File: config.mk
export PLATFORM = sky130hd
export DESIGN_NAME = blkcopy_seq
export DESIGN_NICKNAME = d
export VERILOG_FILES = /design/src/rtl/blkcopy_pkg.sv /design/src/rtl/blkcopy_fsm.sv /design/src/rtl/blkcopy_regs.sv /design/src/rtl/blkcopy_port.sv /design/src/rtl/blkcopy_seq.sv
export SDC_FILE = /design/constraint.sdc
export NUM_CORES = 1
export LEC_CHECK = 0
export BUFFER_PORTS_ARGS = -buffer_cell sky130_fd_sc_hd__buf_2
export CORE_UTILIZATION = 57
export DETAILED_ROUTE_END_ITERATION = 10
export PLACE_DENSITY_LB_ADDON = 0.08
export SYNTH_ARGS = -nofsm -noshare
export SYNTH_HDL_FRONTEND = slang
export SYNTH_HIERARCHICAL = 1
export SYNTH_SLANG_ARGS = --single-unit
File: constraint.sdc
create_clock -name clk -period 8.3 [get_ports clk]
set_clock_uncertainty 0.05 [all_clocks]
set_input_delay 0.415 -clock clk [delete_from_list [all_inputs] [get_ports clk]]
set_output_delay 0.415 -clock clk [all_outputs]
set_load 0.1 [all_outputs]
File: src/rtl/blkcopy_pkg.sv
// Shared types for the block copy sequencer: step phases and mode fields.
package blkcopy_pkg;

    // Phases of one byte step, plus the idle phase.
    typedef enum logic [2:0] {
        ST_IDLE   = 3'd0,
        ST_READ   = 3'd1,
        ST_WAIT   = 3'd2,
        ST_WRITE  = 3'd3,
        ST_UPDATE = 3'd4
    } bc_state_t;

    // Mode field positions (match opcode bits 4 and 3).
    localparam int MODE_DEC_BIT = 0;
    localparam int MODE_RPT_BIT = 1;

endpackage

File: src/rtl/blkcopy_fsm.sv
// Step sequencer: walks idle -> read -> wait -> write -> update and
// loops for repeating forms. It also produces the registered done,
// repeat and parity/overflow outputs. It assumes cnt_next_nz reflects
// the count after the current step during the update phase.
module blkcopy_fsm
    import blkcopy_pkg::*;
(
    input  logic      clk,
    input  logic      rst_n,
    input  logic      start,
    input  logic      rpt,
    input  logic      cnt_next_nz,
    output bc_state_t state,
    output logic      load,
    output logic      step,
    output logic      done_q,
    output logic      rep_q,
    output logic      pv_q
);

    bc_state_t state_nx;
    logic      again;

    assign load  = (state == ST_IDLE) && start;
    assign step  = (state == ST_UPDATE);
    assign again = rpt && cnt_next_nz;

    // Next-phase selection.
    always_comb begin
        state_nx = state;
        case (state)
            ST_IDLE:   if (start) state_nx = ST_READ;
            ST_READ:   state_nx = ST_WAIT;
            ST_WAIT:   state_nx = ST_WRITE;
            ST_WRITE:  state_nx = ST_UPDATE;
            ST_UPDATE: state_nx = again ? ST_READ : ST_IDLE;
            default:   state_nx = ST_IDLE;
        endcase
    end

    // Phase register.
    always_ff @(posedge clk) begin
        if (!rst_n) state <= ST_IDLE;
        else        state <= state_nx;
    end

    // Registered pulses and the count-nonzero flag.
    always_ff @(posedge clk) begin
        if (!rst_n) begin
            done_q <= 1'b0;
            rep_q  <= 1'b0;
            pv_q   <= 1'b0;
        end else begin
            done_q <= step && !again;
            rep_q  <= step && again;
            if (step) pv_q <= cnt_next_nz;
        end
    end

endmodule

File: src/rtl/blkcopy_regs.sv
// Pointer and count registers. Both pointers load at start and move by
// one per step in the chosen direction; the count loads at start and
// falls by one per step. All arithmetic wraps at the register width.
module blkcopy_regs #(
    parameter int AW = 16,
    parameter int CW = 16
) (
    input  logic          clk,
    input  logic          rst_n,
    input  logic          load,
    input  logic          step,
    input  logic          dec,
    input  logic [AW-1:0] src_init,
    input  logic [AW-1:0] dst_init,
    input  logic [CW-1:0] cnt_init,
    output logic [AW-1:0] src,
    output logic [AW-1:0] dst,
    output logic [CW-1:0] cnt,
    output logic          cnt_next_nz
);

    localparam int            NPTR  = 2;
    localparam logic [AW-1:0] ONE_A = AW'(1);
    localparam logic [CW-1:0] ONE_C = CW'(1);

    logic [AW-1:0] ptr_q    [NPTR];
    logic [AW-1:0] ptr_init [NPTR];
    logic [CW-1:0] cnt_q;
    logic [CW-1:0] cnt_nx;

    assign ptr_init[0] = src_init;
    assign ptr_init[1] = dst_init;

    // One identical up/down pointer per index.
    for (genvar i = 0; i < NPTR; i++) begin : g_ptr
        // Load or step this pointer.
        always_ff @(posedge clk) begin
            if (!rst_n)    ptr_q[i] <= '0;
            else if (load) ptr_q[i] <= ptr_init[i];
            else if (step) ptr_q[i] <= dec ? (ptr_q[i] - ONE_A) : (ptr_q[i] + ONE_A);
        end
    end

    assign cnt_nx      = cnt_q - ONE_C;
    assign cnt_next_nz = (cnt_nx != '0);

    // Load or decrement the byte count.
    always_ff @(posedge clk) begin
        if (!rst_n)    cnt_q <= '0;
        else if (load) cnt_q <= cnt_init;
        else if (step) cnt_q <= cnt_nx;
    end

    assign src = ptr_q[0];
    assign dst = ptr_q[1];
    assign cnt = cnt_q;

endmodule

File: src/rtl/blkcopy_port.sv
// Memory port driver: picks the address by phase, raises the strobes,
// and captures the read byte in the wait phase (one-cycle latency).
module blkcopy_port
    import blkcopy_pkg::*;
#(
    parameter int AW = 16,
    parameter int DW = 8
) (
    input  logic          clk,
    input  logic          rst_n,
    input  bc_state_t     state,
    input  logic [AW-1:0] src,
    input  logic [AW-1:0] dst,
    input  logic [DW-1:0] rdata,
    output logic [AW-1:0] addr,
    output logic          rd,
    output logic          wr,
    output logic [DW-1:0] wdata
);

    logic [DW-1:0] data_q;

    assign rd    = (state == ST_READ);
    assign wr    = (state == ST_WRITE);
    assign addr  = wr ? dst : src;
    assign wdata = data_q;

    // Hold the byte returned for the read of this step.
    always_ff @(posedge clk) begin
        if (!rst_n)                 data_q <= '0;
        else if (state == ST_WAIT)  data_q <= rdata;
    end

endmodule

File: src/rtl/blkcopy_seq.sv
// Top of the block copy sequencer. Latches the mode at start and ties
// the phase sequencer, register set and memory port together. Assumes
// memory returns read data exactly one cycle after the read strobe.
module blkcopy_seq
    import blkcopy_pkg::*;
#(
    parameter int AW = 16,
    parameter int DW = 8,
    parameter int CW = 16
) (
    input  logic          clk,
    input  logic          rst_n,
    input  logic          start,
    input  logic [1:0]    mode,
    input  logic [AW-1:0] src_init,
    input  logic [AW-1:0] dst_init,
    input  logic [CW-1:0] cnt_init,
    output logic [AW-1:0] mem_addr,
    output logic          mem_rd,
    output logic          mem_wr,
    output logic [DW-1:0] mem_wdata,
    input  logic [DW-1:0] mem_rdata,
    output logic [AW-1:0] src_ptr,
    output logic [AW-1:0] dst_ptr,
    output logic [CW-1:0] cnt,
    output logic          done,
    output logic          repeat_pend,
    output logic          flag_pv,
    output logic          flag_h,
    output logic          flag_n
);

    bc_state_t  st;
    logic       load;
    logic       step;
    logic       cnt_next_nz;
    logic [1:0] mode_q;

    // Capture the operation form when a start is accepted.
    always_ff @(posedge clk) begin
        if (!rst_n)    mode_q <= '0;
        else if (load) mode_q <= mode;
    end

    blkcopy_fsm u_fsm (
        .clk         (clk),
        .rst_n       (rst_n),
        .start       (start),
        .rpt         (mode_q[MODE_RPT_BIT]),
        .cnt_next_nz (cnt_next_nz),
        .state       (st),
        .load        (load),
        .step        (step),
        .done_q      (done),
        .rep_q       (repeat_pend),
        .pv_q        (flag_pv)
    );

    blkcopy_regs #(.AW(AW), .CW(CW)) u_regs (
        .clk         (clk),
        .rst_n       (rst_n),
        .load        (load),
        .step        (step),
        .dec         (mode_q[MODE_DEC_BIT]),
        .src_init    (src_init),
        .dst_init    (dst_init),
        .cnt_init    (cnt_init),
        .src         (src_ptr),
        .dst         (dst_ptr),
        .cnt         (cnt),
        .cnt_next_nz (cnt_next_nz)
    );

    blkcopy_port #(.AW(AW), .DW(DW)) u_port (
        .clk   (clk),
        .rst_n (rst_n),
        .state (st),
        .src   (src_ptr),
        .dst   (dst_ptr),
        .rdata (mem_rdata),
        .addr  (mem_addr),
        .rd    (mem_rd),
        .wr    (mem_wr),
        .wdata (mem_wdata)
    );

    assign flag_h = 1'b0;
    assign flag_n = 1'b0;

endmodule

==> results.sh, run 1 <==
export IMPL_fin_crit_sh_pct=33.81
export IMPL_root_buffer="clkbuf_8"
export IMPL_ant_nets=0
export IMPL_status="complete, no violations"
export IMPL_crit_path_end_kind="register"
export IMPL_synth_top_cell_area_share_pct=20.23
export IMPL_crit_fanout=31
export IMPL_hold_class="primary input to register"
export IMPL_vdd_drop_max_v=0.0001281
export IMPL_routed_via_density=5.761
export IMPL_layout_min_cycle_time_ns=2.806
export IMPL_htreeDepth=3
export IMPL_die_area_um2=8701
export IMPL_cts_hold_buf=0
export IMPL_synth_distinct_cells=68
export IMPL_postCtsSetupBuffers=0
export IMPL_yosys_area_top_type="edfxtp_1"
export IMPL_ios=140
export IMPL_insertion_delay_ns=0.35
export IMPL_num_rows=32
export IMPL_grt_max_degree=56
export IMPL_drv_slew=0
export IMPL_grt_usage_pct=28.23
export IMPL_stdcell_area_um2=5704
export IMPL_wl_per_cell_um=15.48
export IMPL_cts_resized=0
export IMPL_place_gp_congestion=0.9373
export IMPL_fmax_ghz=0.3564
export IMPL_rsz0062_at_grt="no"
export IMPL_syn_avg_cell_area_um2=8.928
export IMPL_start_util_pct=60.22
export IMPL_die_x_um=93.28
export IMPL_nNetsFinal=753
export IMPL_core_area_um2=7888
export IMPL_yosysSeqAreaShare_pct=33.72
export IMPL_mappedNetlistArea_um2=4750
export IMPL_placed_cell_area_um2=5484
export IMPL_first_pass_iters=4
export IMPL_grt_pass1_wl_mm=19.64
export IMPL_power_density_nw_per_um2=225.0
export IMPL_drc=0
export IMPL_grt_overflow=0
export IMPL_clkTransAtPathRegs_ns=0.08
export IMPL_finalPower_w=0.001284
export IMPL_io_buffer_count=137
export IMPL_hold_viol=0
export IMPL_startpoint_type="register"
export IMPL_syn2layout_area_growth_pct=20.10
export IMPL_antenna_found_initial=0
export IMPL_synthArstFlopShare_pct=0
export IMPL_ys_seq_elements=64
export IMPL_synthTopCellsByCount="nand2_1 (71), o21ai_0 (39), dfxtp_1 (32), edfxtp_1 (32)"
export IMPL_cts_path_max_buffers=2
export IMPL_dp_slack_ns=5.534
export IMPL_cts_sinks=64
export IMPL_vias=4419
export IMPL_tightest_slew_ns=0.8950
export IMPL_cts_made_buffers=9
export IMPL_cap_violations=0
export IMPL_synth_compound_area_share_pct=18.12
export IMPL_post_synth_top_count_cell="nand2_1"
export IMPL_arrival_ns=2.85
export IMPL_leakage_nw=2.707
export IMPL_grt_pass1_vias=4325
export IMPL_synth_top_family_by_area="simple AND/OR/NAND/NOR gates"
export IMPL_ys_flop_type="edfxtp_1"
export IMPL_synth_area_leaders="edfxtp_1 (20%), dfxtp_1 (13%), ha_1 (7.9%)"
export IMPL_wl_mm=11.87
export IMPL_die_height_um=93.28
export IMPL_finalSetupViolCount=0
export IMPL_yosys_area_share_adder_pct=8.746
export IMPL_dp_hpwl_mm=8.759
export IMPL_yosysWarnings=6
export IMPL_path_class="register to register"
export IMPL_synth_edff_count=32
export IMPL_initialDrtViolationCount=293
export IMPL_synthCells=532
export IMPL_slew_headroom_pct=40.16
export IMPL_synthSimpleGateAreaFrac_pct=21.05
export IMPL_yosys_area_share_xor_xnor_pct=6.639
export IMPL_yosys_mux_area_fraction_pct=7.877
export IMPL_cts_tree="yes"
export IMPL_drive_gt1_share_pct=27.07
export IMPL_num_antenna_cells=0
export IMPL_tns_ns=0
export IMPL_fin_ws_ns=5.494
export IMPL_worstPathRequired_ns=8.34
[sequential cells by signal, summed over array words and instances (netlist names)]
name,flops
mode_q,2
u_fsm/done_q,1
u_fsm/pv_q,1
u_fsm/rep_q,1
u_fsm/state,3
u_port/wdata,8
u_regs/cnt,16
u_regs/ptr_q,32
[layout make-up]
cell class,instances,area [um^2]
sequential,64,1602
fill,644,2183
multi-input combinational,429,2979
clock buffer,10,127.6
tap,102,127.6
clock inverter,6,92.59
timing repair buffer,142,723.2
inverter,14,52.55
[through the flow]
step / hold slack [ns] / cells / util [%]
floorplan: 0.4424 / 533 / -
global placement: 0.3897 / 751 / 69.53
detailed placement: 0.4021 / 751 / 69.53
CTS: 0.2440 / 767 / 72.32
global route: 0.2518 / 767 / 72.32
finish: 0.2584 / 767 / 72.32
[cells in the final DEF, fill, tap and decap left out, types with 5 or more instances in the layout]
cell type	netlist	layout
inv_1	14	14
xnor2_1	22	22
nand2b_1	6	6
mux2_4	9	9
nand4_1	8	8
a21oi_1	31	31
dfxtp_1	32	32
buf_4	3	5
and3_1	6	6
xor2_1	14	14
o21ai_0	39	39
nor2_1	31	31
a21o_1	9	9
ha_1	30	30
o31ai_1	5	5
a22oi_1	7	7
o21bai_1	5	5
clkbuf_8	0	9
mux2_2	7	7
nor3b_1	6	6
nand3_1	12	12
edfxtp_1	32	32
buf_2	2	137
nor3_1	9	9
nor2b_1	13	13
mux2i_1	16	16
nand2_1	71	71
and2_1	8	8
[routing by layer]
metal	global-route usage [%]	vias up	wire length [um]
li1	-	2202	-
met1	34.65	2069	5118
met4	11.03	0	140
met3	4.797	14	702
met2	49.14	134	5909
met5	0	-	0
[cells by family (layout without fill, tap and decap cells)]
group,count (synthesis),after routing
AO/OA/AOI/OAI,135,135
XOR/XNOR,36,36
adder cells (fa/ha/maj),32,32
buffers and inverters,40,172
flip-flops,64,64
multiplexers,32,32
other,1,2
AND/OR/NAND/NOR,192,192
[report_power, final]
part / total (W) / switching [W] / internal, W
sequential: 0.000403 / 0.0000360 / 0.000367
combinational: 0.000577 / 0.000441 / 0.000136
clock: 0.000303 / 0.000132 / 0.000171
[critical path: stages, from the launching register on]
cell and delay [ns]:
dfxtp_1 0.33, buf_4 0.35, ha_1 0.35, nor2b_1 0.15, o31ai_1 0.31, a31oi_1 0.23, o21a_1 0.23, or3_1 0.30
a32o_1 0.24
[final timing paths]
kind,depth (start not counted),startpoint,endpoint,slack (ns)
worst min-delay path,2,cnt_init[7],u_regs/cnt[7],0.26
worst max-delay path,8,mode_q[0],u_regs/ptr_q[0][10],5.49
worst min register to register,2,u_port/wdata[5],u_port/wdata[5],0.41
worst max register to register,8,mode_q[0],u_regs/ptr_q[0][10],5.49
Note: power is estimated with default switching activity, not from simulation.
==> run 2: changes to the inputs <==
--- a/config.mk
+++ b/config.mk
@@ -6,7 +6,7 @@
 export NUM_CORES = 1
 export LEC_CHECK = 0
 export BUFFER_PORTS_ARGS = -buffer_cell sky130_fd_sc_hd__buf_2
-export CORE_UTILIZATION = 57
+export CORE_UTILIZATION = 53
 export DETAILED_ROUTE_END_ITERATION = 10
 export PLACE_DENSITY_LB_ADDON = 0.08
 export SYNTH_ARGS = -nofsm -noshare
==> constraint.sdc (replaced) <==
create_clock -name clk -period 2.85 [get_ports clk]
set_clock_uncertainty 0.05 [all_clocks]
set_input_delay 0.1425 -clock clk [delete_from_list [all_inputs] [get_ports clk]]
set_output_delay 0.1425 -clock clk [all_outputs]
set_load 0.1 [all_outputs]
==> run 2 against run 1 <==
Sequential power rose to 2.9 times the previous value. Critical path depth down 1. First-iteration DRC count down 32%. Final cell count up 3.1%. Register-to-register slack worse by 5.1 ns. Global-route usage down 1.9 points. Combinational power rose to 3.0 times the previous value. Count of clock-buffer cells in the layout up 2. Flip-flop and latch count unchanged. Die area up 7.4%. Power rose to 2.9 times the previous value.
==> results.sh, run 2 (synthesized netlist as in run 1, its figures left out) <==
export IMPL_status="complete, no violations"
export IMPL_finalPower_w=0.003694
export IMPL_finalSetupViolCount=0
export IMPL_startpoint_type="register"
export IMPL_path_class="register to register"
export IMPL_routed_via_density=5.716
export IMPL_hold_depth=3
export IMPL_crit_fanout=4
export IMPL_ant_nets=0
export IMPL_path_delay_family="compound AO/OA/AOI/OAI gates"
export IMPL_final_common_cell="buf_2"
export IMPL_cap_violations=0
export IMPL_crit_slowest_cell="edfxtp_1"
export IMPL_antenna_found_initial=0
export IMPL_reg2reg_to="u_regs/ptr_q[0][10]"
export IMPL_drv_slew=0
export IMPL_cts_made_buffers=9
export IMPL_nNetsFinal=772
export IMPL_wl_per_cell_um=15.68
export IMPL_r2r_slack_ns=0.35
export IMPL_fillers=725
export IMPL_layout_min_cycle_time_ns=2.502
export IMPL_drive_gt1_share_pct=28.11
export IMPL_cts_path_max_buffers=2
export IMPL_slew_headroom_pct=65.30
export IMPL_regMostFlops="u_regs/ptr_q"
export IMPL_largest_reg_flops=32
export IMPL_num_rows=34
export IMPL_tightest_slew_ns=0.5124
export IMPL_core_area_um2=8678
export IMPL_cts_sinks=64
export IMPL_first_pass_iters=5
export IMPL_grt_usage_pct=26.34
export IMPL_hold_class="primary input to register"
export IMPL_placed_cells=765
export IMPL_grt_overflow=0
export IMPL_rr_startpoint="u_regs/ptr_q[0][2]"
export IMPL_insertion_delay_ns=0.34
export IMPL_power_density_nw_per_um2=628.4
export IMPL_num_antenna_cells=0
export IMPL_crit_path_end_kind="register"
export IMPL_arrival_ns=2.54
export IMPL_syn2layout_area_growth_pct=23.79
export IMPL_worst_path_largest_cell_delay_ns=0.42
export IMPL_reg2reg_depth=7
export IMPL_die_height_um=96.67
export IMPL_io_buffer_count=137
export IMPL_min_to="u_port/wdata[6]"
export IMPL_start_util_pct=54.73
export IMPL_dp_hpwl_mm=9.307
export IMPL_vdd_drop_max_v=0.0004004
export IMPL_htreeDepth=3
export IMPL_die_area_um2=9344
export IMPL_cts_resized=0
export IMPL_leakage_nw=2.790
export IMPL_final_cell_mix="buf_2 (137), nand2_1 (71), o21ai_0 (39), edfxtp_1 (32)"
export IMPL_fin_crit_sh_pct=87.80
export IMPL_ios=140
export IMPL_vias=4521
export IMPL_place_gp_congestion=0.9507
export IMPL_drc=0
export IMPL_initialDrtViolationCount=198
export IMPL_multi_input_area_um2=2984
export IMPL_path_cells="ha_1, nor2b_1, o31ai_1, a31oi_1, o21a_1, or3_1, a32o_1"
export IMPL_grt_max_degree=33
export IMPL_hp_start="mem_rdata[6]"
export IMPL_clkTransAtPathRegs_ns=0.08
export IMPL_worstPathRequired_ns=2.89
export IMPL_fin_cells=791
export IMPL_seq_area_um2=1605
export IMPL_hold_viol=0
export IMPL_grt_pass1_wl_mm=20.37
export IMPL_grt_pass1_vias=4380
export IMPL_cts_tree="yes"
export IMPL_root_buffer="clkbuf_8"
export IMPL_rsz0062_at_grt="no"
export IMPL_wl_mm=12.40
export IMPL_path_buf_inv=0
export IMPL_fmax_ghz=0.3996
export IMPL_die_x_um=96.67
==> run 2: cell types whose count changed in the layout (fill, tap and decap cells not counted), sizes merged <==
cell         previous run  this run
dlygate4sd3             0        11
buf                   142       150
bufinv                  2         0
clkbuf                 10        12
clkinv                  3         2
clkinvlp                0         1
inv                    15        14
==> run 2: through the flow <==
step / setup slack, ns / util (%) / area [um^2] / hold WS, ns / TNS [ns]
after floorplan: -0.03640 / - / 4762 / 0.2205 / -0.05040
after global placement: 0.4263 / 64.07 / 5560 / 0.3170 / 0
after detailed placement: 0.3605 / 64.07 / 5560 / 0.3203 / 0
after CTS: 0.3495 / 67.75 / 5879 / 0.005538 / 0
after global routing: 0.1715 / 67.75 / 5879 / 0.01182 / 0
final: 0.3478 / 67.75 / 5879 / 0.01818 / 0
==> run 2: power by group <==
group | total, W | switching (W) | internal, W
logic | 0.00171 | 0.00129 | 0.000417
clock network | 0.000810 | 0.000369 | 0.000441
registers | 0.00118 | 0.000107 | 0.00107
total | 0.00369 | 0.00177 | 0.00193
==> run 2: timing repair <==
item	CTS	global route
setup buffers	0	0
endpoints found under the hold margin	11	0
hold buffers	11	0
==> run 2: layout make-up <==
type                            instances  share of cell area [%]
Multi-Input combinational cell        429                   50.76
Sequential cell                        64                   27.30
Timing Repair Buffer                  161                   15.19
Clock buffer                           12                   3.192
Tap cell                              108                   2.298
Inverter                               14                  0.8938
Clock inverter                          3                  0.3618
==> run 2: routing by layer <==
layer  GRT usage [%]  share of wire (%)  vias up
li1                -                  -     2232
met1           31.93                 44     2141
met2           46.37                 49      135
met3           5.997                5.8       13
met4           7.807                1.1        0
met5               0                  0        -
==> run 2: worst max path at each step <==
stage	startpoint	endpoint	slack, ns	cells past startpoint
floorplan	u_regs/ptr_q[0][2]	u_regs/ptr_q[0][10]	-0.04	7
global placement	mode_q[0]	u_regs/ptr_q[1][12]	0.43	8
detailed placement	u_regs/ptr_q[0][2]	u_regs/ptr_q[0][10]	0.36	7
CTS	u_regs/ptr_q[0][2]	u_regs/ptr_q[0][10]	0.35	7
global route	mode_q[0]	u_regs/ptr_q[1][14]	0.17	8
finish	u_regs/ptr_q[0][2]	u_regs/ptr_q[0][10]	0.35	7
==> run 2: worst register-to-register path, cell delays in order (launching register included) <==
cell and delay (ns):
edfxtp_1 0.42, ha_1 0.37, nor2b_1 0.16, o31ai_1 0.26, a31oi_1 0.21, o21a_1 0.22
or3_1 0.30, a32o_1 0.26
